### src/rtl/tape_xfer_pkg.sv
`timescale 1ns/1ps
package tape_xfer_pkg;
    typedef enum logic [2:0] {
        ST_IDLE,
        ST_RD_SVC,
        ST_WR_LEAD,
        ST_WR_SVC,
        ST_GAP
    } xfer_state_e;
endpackage

### src/rtl/tape_slot_timer.sv
`timescale 1ns/1ps
// Down-counter that expires when it reaches zero; reloaded at each slot.
module tape_slot_timer #(
    parameter int CNT_W = 4
) (
    input  logic             clk,
    input  logic             rst_n,
    input  logic             load_i,
    input  logic [CNT_W-1:0] load_val_i,
    output logic             expired_o
);
    logic [CNT_W-1:0] cnt_q;

    always_ff @(posedge clk) begin
        if (!rst_n)             cnt_q <= '0;
        else if (load_i)        cnt_q <= load_val_i;
        else if (cnt_q != '0)   cnt_q <= cnt_q - 1'b1;
    end

    assign expired_o = (cnt_q == '0);
endmodule

### src/rtl/tape_word_buf.sv
`timescale 1ns/1ps
// Record buffer held as byte pairs: bits 15:8 the earlier byte.
module tape_word_buf #(
    parameter int WORDS = 128,
    parameter int AW    = 7
) (
    input  logic          clk,
    input  logic          we_i,
    input  logic [AW-1:0] waddr_i,
    input  logic [15:0]   wdata_i,
    input  logic [AW-1:0] raddr_i,
    output logic [15:0]   rdata_o
);
    logic [15:0] mem [WORDS];

    always_ff @(posedge clk) begin
        if (we_i) mem[waddr_i] <= wdata_i;
    end

    assign rdata_o = mem[raddr_i];
endmodule

### src/rtl/tape_word_xfer.sv
`timescale 1ns/1ps
module tape_word_xfer
    import tape_xfer_pkg::*;
#(
    parameter  int BUF_BYTES = 256,
    parameter  int XFER_CYC  = 15,
    parameter  int GAP_CYC   = 100,
    localparam int LEN_W     = $clog2(BUF_BYTES + 1)
) (
    input  logic             clk,
    input  logic             rst_n,
    input  logic             cmd_go_i,
    input  logic [1:0]       cmd_op_i,
    input  logic [LEN_W-1:0] rec_len_i,
    input  logic             rec_mark_i,
    input  logic             xfer_en_i,
    input  logic [15:0]      host_wdata_i,
    input  logic             host_ack_i,
    output logic [15:0]      host_rdata_o,
    output logic             data_flag_o,
    output logic             busy_o,
    output logic             done_o,
    output logic [LEN_W-1:0] rec_len_o,
    output logic             stat_odd_o,
    output logic             stat_par_o,
    output logic             stat_tim_o,
    output logic             stat_eof_o
);
    localparam int WORDS = BUF_BYTES / 2;
    localparam int AW    = (WORDS > 1) ? $clog2(WORDS) : 1;
    localparam int TMAX  = (XFER_CYC > GAP_CYC) ? XFER_CYC : GAP_CYC;
    localparam int TW    = $clog2(TMAX + 1);
    localparam logic [TW-1:0]    XFER_LD = TW'(XFER_CYC - 1);
    localparam logic [TW-1:0]    GAP_LD  = TW'(GAP_CYC - 1);
    localparam logic [LEN_W:0]   BUF_LIM = (LEN_W + 1)'(BUF_BYTES);
    localparam logic [LEN_W-1:0] BUF_LEN = LEN_W'(BUF_BYTES);

    xfer_state_e state_q, state_n;

    logic [LEN_W-1:0] ptr_q, ptr_n, len_q, len_n, reclen_q, reclen_n;
    logic             mark_q, mark_n, diag_q, diag_n;
    logic             flag_q, flag_n, done_q, done_n;
    logic             odd_q, odd_n, par_q, par_n, tim_q, tim_n, eof_q, eof_n;
    logic [15:0]      rdata_q, rdata_n;

    logic             tmr_load, tick;
    logic [TW-1:0]    tmr_val;
    logic             buf_we;
    logic [15:0]      buf_rdata;

    logic [LEN_W:0]   ptr_ext, ptr1, ptr2, len_ext;
    logic             in_over, wr_room;
    logic [LEN_W-1:0] in_len, wr_ptr;
    logic [7:0]       rd_lo;

    tape_slot_timer #(.CNT_W(TW)) i_timer (
        .clk        (clk),
        .rst_n      (rst_n),
        .load_i     (tmr_load),
        .load_val_i (tmr_val),
        .expired_o  (tick)
    );

    tape_word_buf #(.WORDS(WORDS), .AW(AW)) i_buf (
        .clk     (clk),
        .we_i    (buf_we),
        .waddr_i (ptr_q[AW:1]),
        .wdata_i (host_wdata_i),
        .raddr_i (ptr_q[AW:1]),
        .rdata_o (buf_rdata)
    );

    assign ptr_ext = {1'b0, ptr_q};
    assign ptr1    = ptr_ext + 1'b1;
    assign ptr2    = ptr_ext + 2'd2;
    assign len_ext = {1'b0, len_q};
    assign in_over = ({1'b0, rec_len_i} > BUF_LIM);
    assign in_len  = in_over ? BUF_LEN : rec_len_i;
    assign wr_room = (ptr2 <= BUF_LIM);
    assign wr_ptr  = wr_room ? ptr2[LEN_W-1:0] : ptr_q;
    assign rd_lo   = (ptr1 < len_ext) ? buf_rdata[7:0] : 8'h00;

    // Next-state and datapath decisions.
    always_comb begin
        state_n  = state_q;
        ptr_n    = ptr_q;
        len_n    = len_q;
        mark_n   = mark_q;
        diag_n   = diag_q;
        flag_n   = flag_q & ~host_ack_i;
        rdata_n  = rdata_q;
        odd_n    = odd_q;
        par_n    = par_q;
        tim_n    = tim_q;
        eof_n    = eof_q;
        reclen_n = reclen_q;
        done_n   = 1'b0;
        tmr_load = 1'b0;
        tmr_val  = XFER_LD;
        buf_we   = 1'b0;

        unique case (state_q)
            ST_IDLE: begin
                if (cmd_go_i) begin
                    ptr_n    = '0;
                    len_n    = in_len;
                    mark_n   = rec_mark_i;
                    diag_n   = cmd_op_i[0] & ~cmd_op_i[1];
                    flag_n   = 1'b0;
                    odd_n    = 1'b0;
                    par_n    = in_over & ~cmd_op_i[1];
                    tim_n    = 1'b0;
                    eof_n    = 1'b0;
                    reclen_n = '0;
                    tmr_load = 1'b1;
                    state_n  = cmd_op_i[1] ? ST_WR_LEAD : ST_RD_SVC;
                end
            end
            ST_RD_SVC: begin
                if (tick) begin
                    tmr_load = 1'b1;
                    if (mark_q) begin
                        eof_n    = 1'b1;
                        odd_n    = 1'b1;
                        reclen_n = '0;
                        tmr_val  = GAP_LD;
                        state_n  = ST_GAP;
                    end else if (ptr_ext < len_ext) begin
                        if (flag_q) begin
                            tim_n = 1'b1;
                            par_n = 1'b1;
                        end
                        rdata_n = {buf_rdata[15:8], rd_lo};
                        ptr_n   = ptr2[LEN_W-1:0];
                        flag_n  = 1'b1;
                    end else begin
                        odd_n    = len_q[0];
                        reclen_n = len_q;
                        tmr_val  = GAP_LD;
                        state_n  = ST_GAP;
                    end
                end
            end
            ST_WR_LEAD: begin
                if (tick) begin
                    tmr_load = 1'b1;
                    ptr_n    = '0;
                    if (xfer_en_i) begin
                        flag_n  = 1'b1;
                        state_n = ST_WR_SVC;
                    end else begin
                        reclen_n = '0;
                        odd_n    = 1'b0;
                        tmr_val  = GAP_LD;
                        state_n  = ST_GAP;
                    end
                end
            end
            ST_WR_SVC: begin
                if (tick) begin
                    tmr_load = 1'b1;
                    buf_we   = wr_room;
                    ptr_n    = wr_ptr;
                    if (!wr_room) par_n = 1'b1;
                    if (xfer_en_i) begin
                        flag_n = 1'b1;
                    end else begin
                        reclen_n = wr_ptr;
                        odd_n    = wr_ptr[0];
                        tmr_val  = GAP_LD;
                        state_n  = ST_GAP;
                    end
                end
            end
            ST_GAP: begin
                if (tick) begin
                    if (diag_q && !mark_q) begin
                        ptr_n    = '0;
                        len_n    = in_len;
                        mark_n   = rec_mark_i;
                        par_n    = par_q | in_over;
                        tmr_load = 1'b1;
                        state_n  = ST_RD_SVC;
                    end else begin
                        done_n  = 1'b1;
                        state_n = ST_IDLE;
                    end
                end
            end
            default: state_n = ST_IDLE;
        endcase
    end

    // State register.
    always_ff @(posedge clk) begin
        if (!rst_n) state_q <= ST_IDLE;
        else        state_q <= state_n;
    end

    // Datapath and output registers.
    always_ff @(posedge clk) begin
        if (!rst_n) begin
            ptr_q    <= '0;
            len_q    <= '0;
            mark_q   <= 1'b0;
            diag_q   <= 1'b0;
            flag_q   <= 1'b0;
            rdata_q  <= '0;
            odd_q    <= 1'b0;
            par_q    <= 1'b0;
            tim_q    <= 1'b0;
            eof_q    <= 1'b0;
            reclen_q <= '0;
            done_q   <= 1'b0;
        end else begin
            ptr_q    <= ptr_n;
            len_q    <= len_n;
            mark_q   <= mark_n;
            diag_q   <= diag_n;
            flag_q   <= flag_n;
            rdata_q  <= rdata_n;
            odd_q    <= odd_n;
            par_q    <= par_n;
            tim_q    <= tim_n;
            eof_q    <= eof_n;
            reclen_q <= reclen_n;
            done_q   <= done_n;
        end
    end

    assign host_rdata_o = rdata_q;
    assign data_flag_o  = flag_q;
    assign busy_o       = (state_q != ST_IDLE);
    assign done_o       = done_q;
    assign rec_len_o    = reclen_q;
    assign stat_odd_o   = odd_q;
    assign stat_par_o   = par_q;
    assign stat_tim_o   = tim_q;
    assign stat_eof_o   = eof_q;
endmodule

### config.mk
export PLATFORM = sky130hd
export DESIGN_NAME = tape_word_xfer
export DESIGN_NICKNAME = d
export VERILOG_FILES = /design/src/rtl/tape_xfer_pkg.sv /design/src/rtl/tape_slot_timer.sv /design/src/rtl/tape_word_buf.sv /design/src/rtl/tape_word_xfer.sv
export SDC_FILE = /design/constraint.sdc
export NUM_CORES = 2
export LEC_CHECK = 0
export BUFFER_PORTS_ARGS = -buffer_cell sky130_fd_sc_hd__buf_2
export CAP_MARGIN = 30
export CORE_ASPECT_RATIO = 1.75
export CORE_MARGIN = 1.5
export CORE_UTILIZATION = 55
export CTS_BUF_LIST = sky130_fd_sc_hd__clkbuf_8
export CTS_CLUSTER_SIZE = 28
export DETAILED_ROUTE_END_ITERATION = 12
export HOLD_SLACK_MARGIN = 0.1
export PLACE_DENSITY = 0.71
export SYNTH_ARGS = -nofsm -noshare
export SYNTH_HDL_FRONTEND = slang
export SYNTH_SLANG_ARGS = --single-unit
export TNS_END_PERCENT = 50
### constraint.sdc
create_clock -name clk -period 5.7 [get_ports clk]
set_clock_uncertainty 0.05 [all_clocks]
set_input_delay 0.57 -clock clk [delete_from_list [all_inputs] [get_ports clk]]
set_output_delay 0.57 -clock clk [all_outputs]
set_load 0.01 [all_outputs]
==> metrics.md <==
| Metric | Value |
|---|---|
| Status | completed |
| Syn_area_per_cell | 21.4 sq um |
| Worst Setup Start Kind | flip-flop |
| Main flop type after synthesis | edfxtp_1 |
| Min Clock Period, post-route | 4.73 ns |
| Worst-Margin Slew | 1.16 ns |
| CTS Buf Count | 289 |
| Seq/Total Area, Yosys | 76.4% |
| Placeable Area | 0.148 sq mm |
| Yosys warning count | 0 |
| FF+latch count, synth | 2115 |
| DRT antenna net count | 0 |
| Asr flop ratio synth | 0% |
| CTS tree | yes |
| Syn nets | 3886 |
| Placed cell areas | 0.0859 sq mm |
| Slowest CP cell | nor2_1 |
| Final HPWL DP | 139000 um |
| RSZ-0062 raised after global routing | no |
| Initial core utilization | 55.4% |
| GRT Util Overall | 29.4% |
| Placed Cells | 5917 |
| Critical path fanouts, max | 13 |
| CP endpoint kind | flip-flop |
| Final worst-path cycle share | 82.9% |
| Fin cells | 6445 |
| Arrival @ worst endpoint | 5.34 ns |
| Critical Path Max Stage Delay | 0.86 ns |
| Cell Chain, Critical Path | ha_1 > nand3_1 > nor4b_1 > o2111ai_1 > a21boi_4 > nor4_4 > nand2_2 > nor2_1 > buf_4 |
| Design area | 0.0916 sq mm |
| Layout area overhead | 11.4% |
| Clk root buf | clkbuf_8 |
| Vias in the first global route | 42800 |
| Post-Syn Instances | 3842 |
| Number of distinct library cells after synthesis | 78 |
| Die Y | 514 um |
| Crit path kind | flip-flop to flip-flop |
| CTS Sinks | 2115 |
| Hold Crit Class | input port to flip-flop |
| Global-route wire length before repair | 309000 um |
| Max Cap Viol | 0 |
| Slew headroom | 22.4% |
| Wire per inst | 34.0 um |
| Die ar. | 0.152 sq mm |
| Synthesized area | 0.0822 sq mm |
| CTS max path bufs | 4 |
| Largest net degree at the start of global routing | 89 |
| GRT overflow | 0 |
| Port bufs | 64 |
| Clock transition at path regs | 0.07 ns |
| Setup total negative slack | 0 ns |
| Final hold violation count | 0 |
| Worst vdd ir | 0.223 mV |
| Fraction of layout cells with a size suffix above 1 | 27.9% |
| Placer Congestion | 0.931 |
| Critical Path RT | 6.31 ns |
| # setup viols final | 0 |
| Initial antenna violation count | 4 |
| Reg2Reg Setup Slack | 0.97 ns |
| Worst skew pair latency | 0.99 ns |
| Vias | 41900 |
| Post-CTS Setup Bufs | 0 |
| TritonRoute pass-1 iters | 12 |
| Power density cells | 378 mW/mm^2 |
| Final Total Pwr | 34.6 mW |
| EDFF count, synth | 2048 |
| Layout Nets | 4305 |
| Fill count | 10100 |
| CTS Hold Bufs | 36 |
| LEAKAGE | 28.3 nW |
| Final WL | 219000 um |
| H-Tree Depth | 5 |
| Vias/cell | 6.50 |
| Max Clk Rate | 212 MHz |
| Ports | 65 |
| Detailed Route Iter0 Violations | 5197 |
| Die width | 295 um |
| # rows | 187 |
| PostCTS Resize Cnt | 0 |
| Max-slew violation count | 0 |
| DR DRC count | 0 |
[state kept, by name (all words and copies together), names as in the netlist, named ones only]
signal / count
stat_tim_o: 1
mark_q: 1
i_timer.cnt_q: 7
host_rdata_o: 16
ptr_q: 8
done_o: 1
diag_q: 1
rec_len_o: 9
stat_par_o: 1
state_q: 3
data_flag_o: 1
stat_odd_o: 1
stat_eof_o: 1
len_q: 9
i_buf.mem: 2048
[power breakdown]
part | switching (mW) | internal (mW) | total [mW]
clock | 5.44 | 5.62 | 11.1
combinational | 3.64 | 2.60 | 6.24
sequential | 0.216 | 17.1 | 17.3
[cell usage after synthesis (7+ instances only)]
| cell type | instances | area share [%] |
|---|---|---|
| nand2_1 | 111 | 0.51 |
| nand2b_1 | 12 | 0.091 |
| o21ai_0 | 68 | 0.41 |
| o221a_2 | 9 | 0.12 |
| nor3_1 | 25 | 0.15 |
| a22oi_1 | 37 | 0.34 |
| buf_6 | 28 | 0.38 |
| buf_2 | 74 | 0.45 |
| a22o_1 | 9 | 0.096 |
| o31ai_1 | 12 | 0.11 |
| a211oi_1 | 20 | 0.18 |
| xnor2_1 | 7 | 0.075 |
| nor2_1 | 180 | 0.82 |
| dfxtp_1 | 67 | 1.6 |
| and3_1 | 9 | 0.068 |
| edfxtp_1 | 2048 | 75 |
| a221o_1 | 13 | 0.16 |
| o211ai_1 | 9 | 0.082 |
| mux2i_1 | 133 | 1.6 |
| nand3_1 | 35 | 0.21 |
| nor2b_1 | 19 | 0.14 |
| buf_1 | 22 | 0.10 |
| nor4_1 | 8 | 0.061 |
| buf_4 | 16 | 0.15 |
| nand3b_1 | 9 | 0.082 |
| a221oi_1 | 46 | 0.49 |
| o22ai_1 | 8 | 0.061 |
| ha_1 | 11 | 0.17 |
| clkbuf_1 | 62 | 0.28 |
| a21oi_1 | 66 | 0.40 |
| mux4_2 | 526 | 14 |
| a31oi_1 | 14 | 0.11 |
| inv_1 | 24 | 0.11 |
[area by class of cell]
| type | count | area (sq um) | share of cell area [%] |
|---|---|---|---|
| clock inverters | 190 | 1240 | 1.35 |
| clock buffers | 298 | 4100 | 4.48 |
| inverters | 26 | 103 | 0.112 |
| flip-flops and latches | 2115 | 62900 | 68.6 |
| repair buffers | 338 | 2710 | 2.95 |
| multi-input cells | 1491 | 18100 | 19.8 |
| diodes | 3 | 7.51 | 0.00819 |
| well taps | 1984 | 2480 | 2.71 |
[per-layer routing]
metal | share of wire [%] | track usage, %
met1 | 32 | 34.1
met2 | 51 | 49.5
met3 | 7.9 | 4.82
met4 | 8.5 | 21.2
met5 | 0.013 | 0
[metrics by stage]
step                      setup WS, ns  util (%)  hold WS, ns
after floorplan                   2.41         -        0.395
after global placement            1.19      57.9        0.387
after detailed placement          1.08      57.9        0.414
after CTS                         1.04      61.7        0.109
after global routing             0.790      61.8        0.162
final                            0.973      61.8        0.177
[worst paths after layout]
check | start | end | cells after the start
setup / recovery | ptr_q[1] | i_buf.mem[10][13] | 9
hold / removal | host_wdata_i[8] | i_buf.mem[91][8] | 1
setup reg to reg | ptr_q[1] | i_buf.mem[10][13] | 9
hold reg to reg | stat_odd_o | stat_odd_o | 2
[cells by family after synthesis]
kind of cell,count (synthesis),share of synthesized area [%]
xor+xnor,7,0.0746
simple gates,440,2.44
mux,664,16.1
buf+inv,236,1.60
fa+ha+maj,11,0.167
flops,2115,76.4
compound gates,369,3.20
[layout by cell type, fill, tap and decap left out, types with 13 or more instances in the layout]
cell	synthesis	layout
dlygate4sd3_1	0	36
nor3_1	25	25
nor2_1	180	167
mux2i_1	133	133
edfxtp_1	2048	2048
clkbuf_8	0	298
clkinv_2	0	34
a211oi_1	20	20
a221o_1	13	13
mux4_2	526	526
buf_2	74	49
nor2b_1	19	15
inv_1	24	87
a221oi_1	46	46
nand3_1	35	35
buf_12	0	13
a31oi_1	14	14
nor2_2	1	13
nand2_1	111	107
dfxtp_1	67	63
a21oi_1	66	66
o21ai_0	68	68
clkinv_1	1	66
a22oi_1	37	37
buf_4	16	238
bufinv_16	0	17
[critical path, delay by kind of cell (launching register included)]
family,cells,cell delay (ns)
buffers and inverters,1,0.30
flip-flops,1,0.65
AO/OA/AOI/OAI,2,0.61
adder cells (fa/ha/maj),1,0.37
AND/OR/NAND/NOR,5,2.40
(Power assumes the default switching activity.)
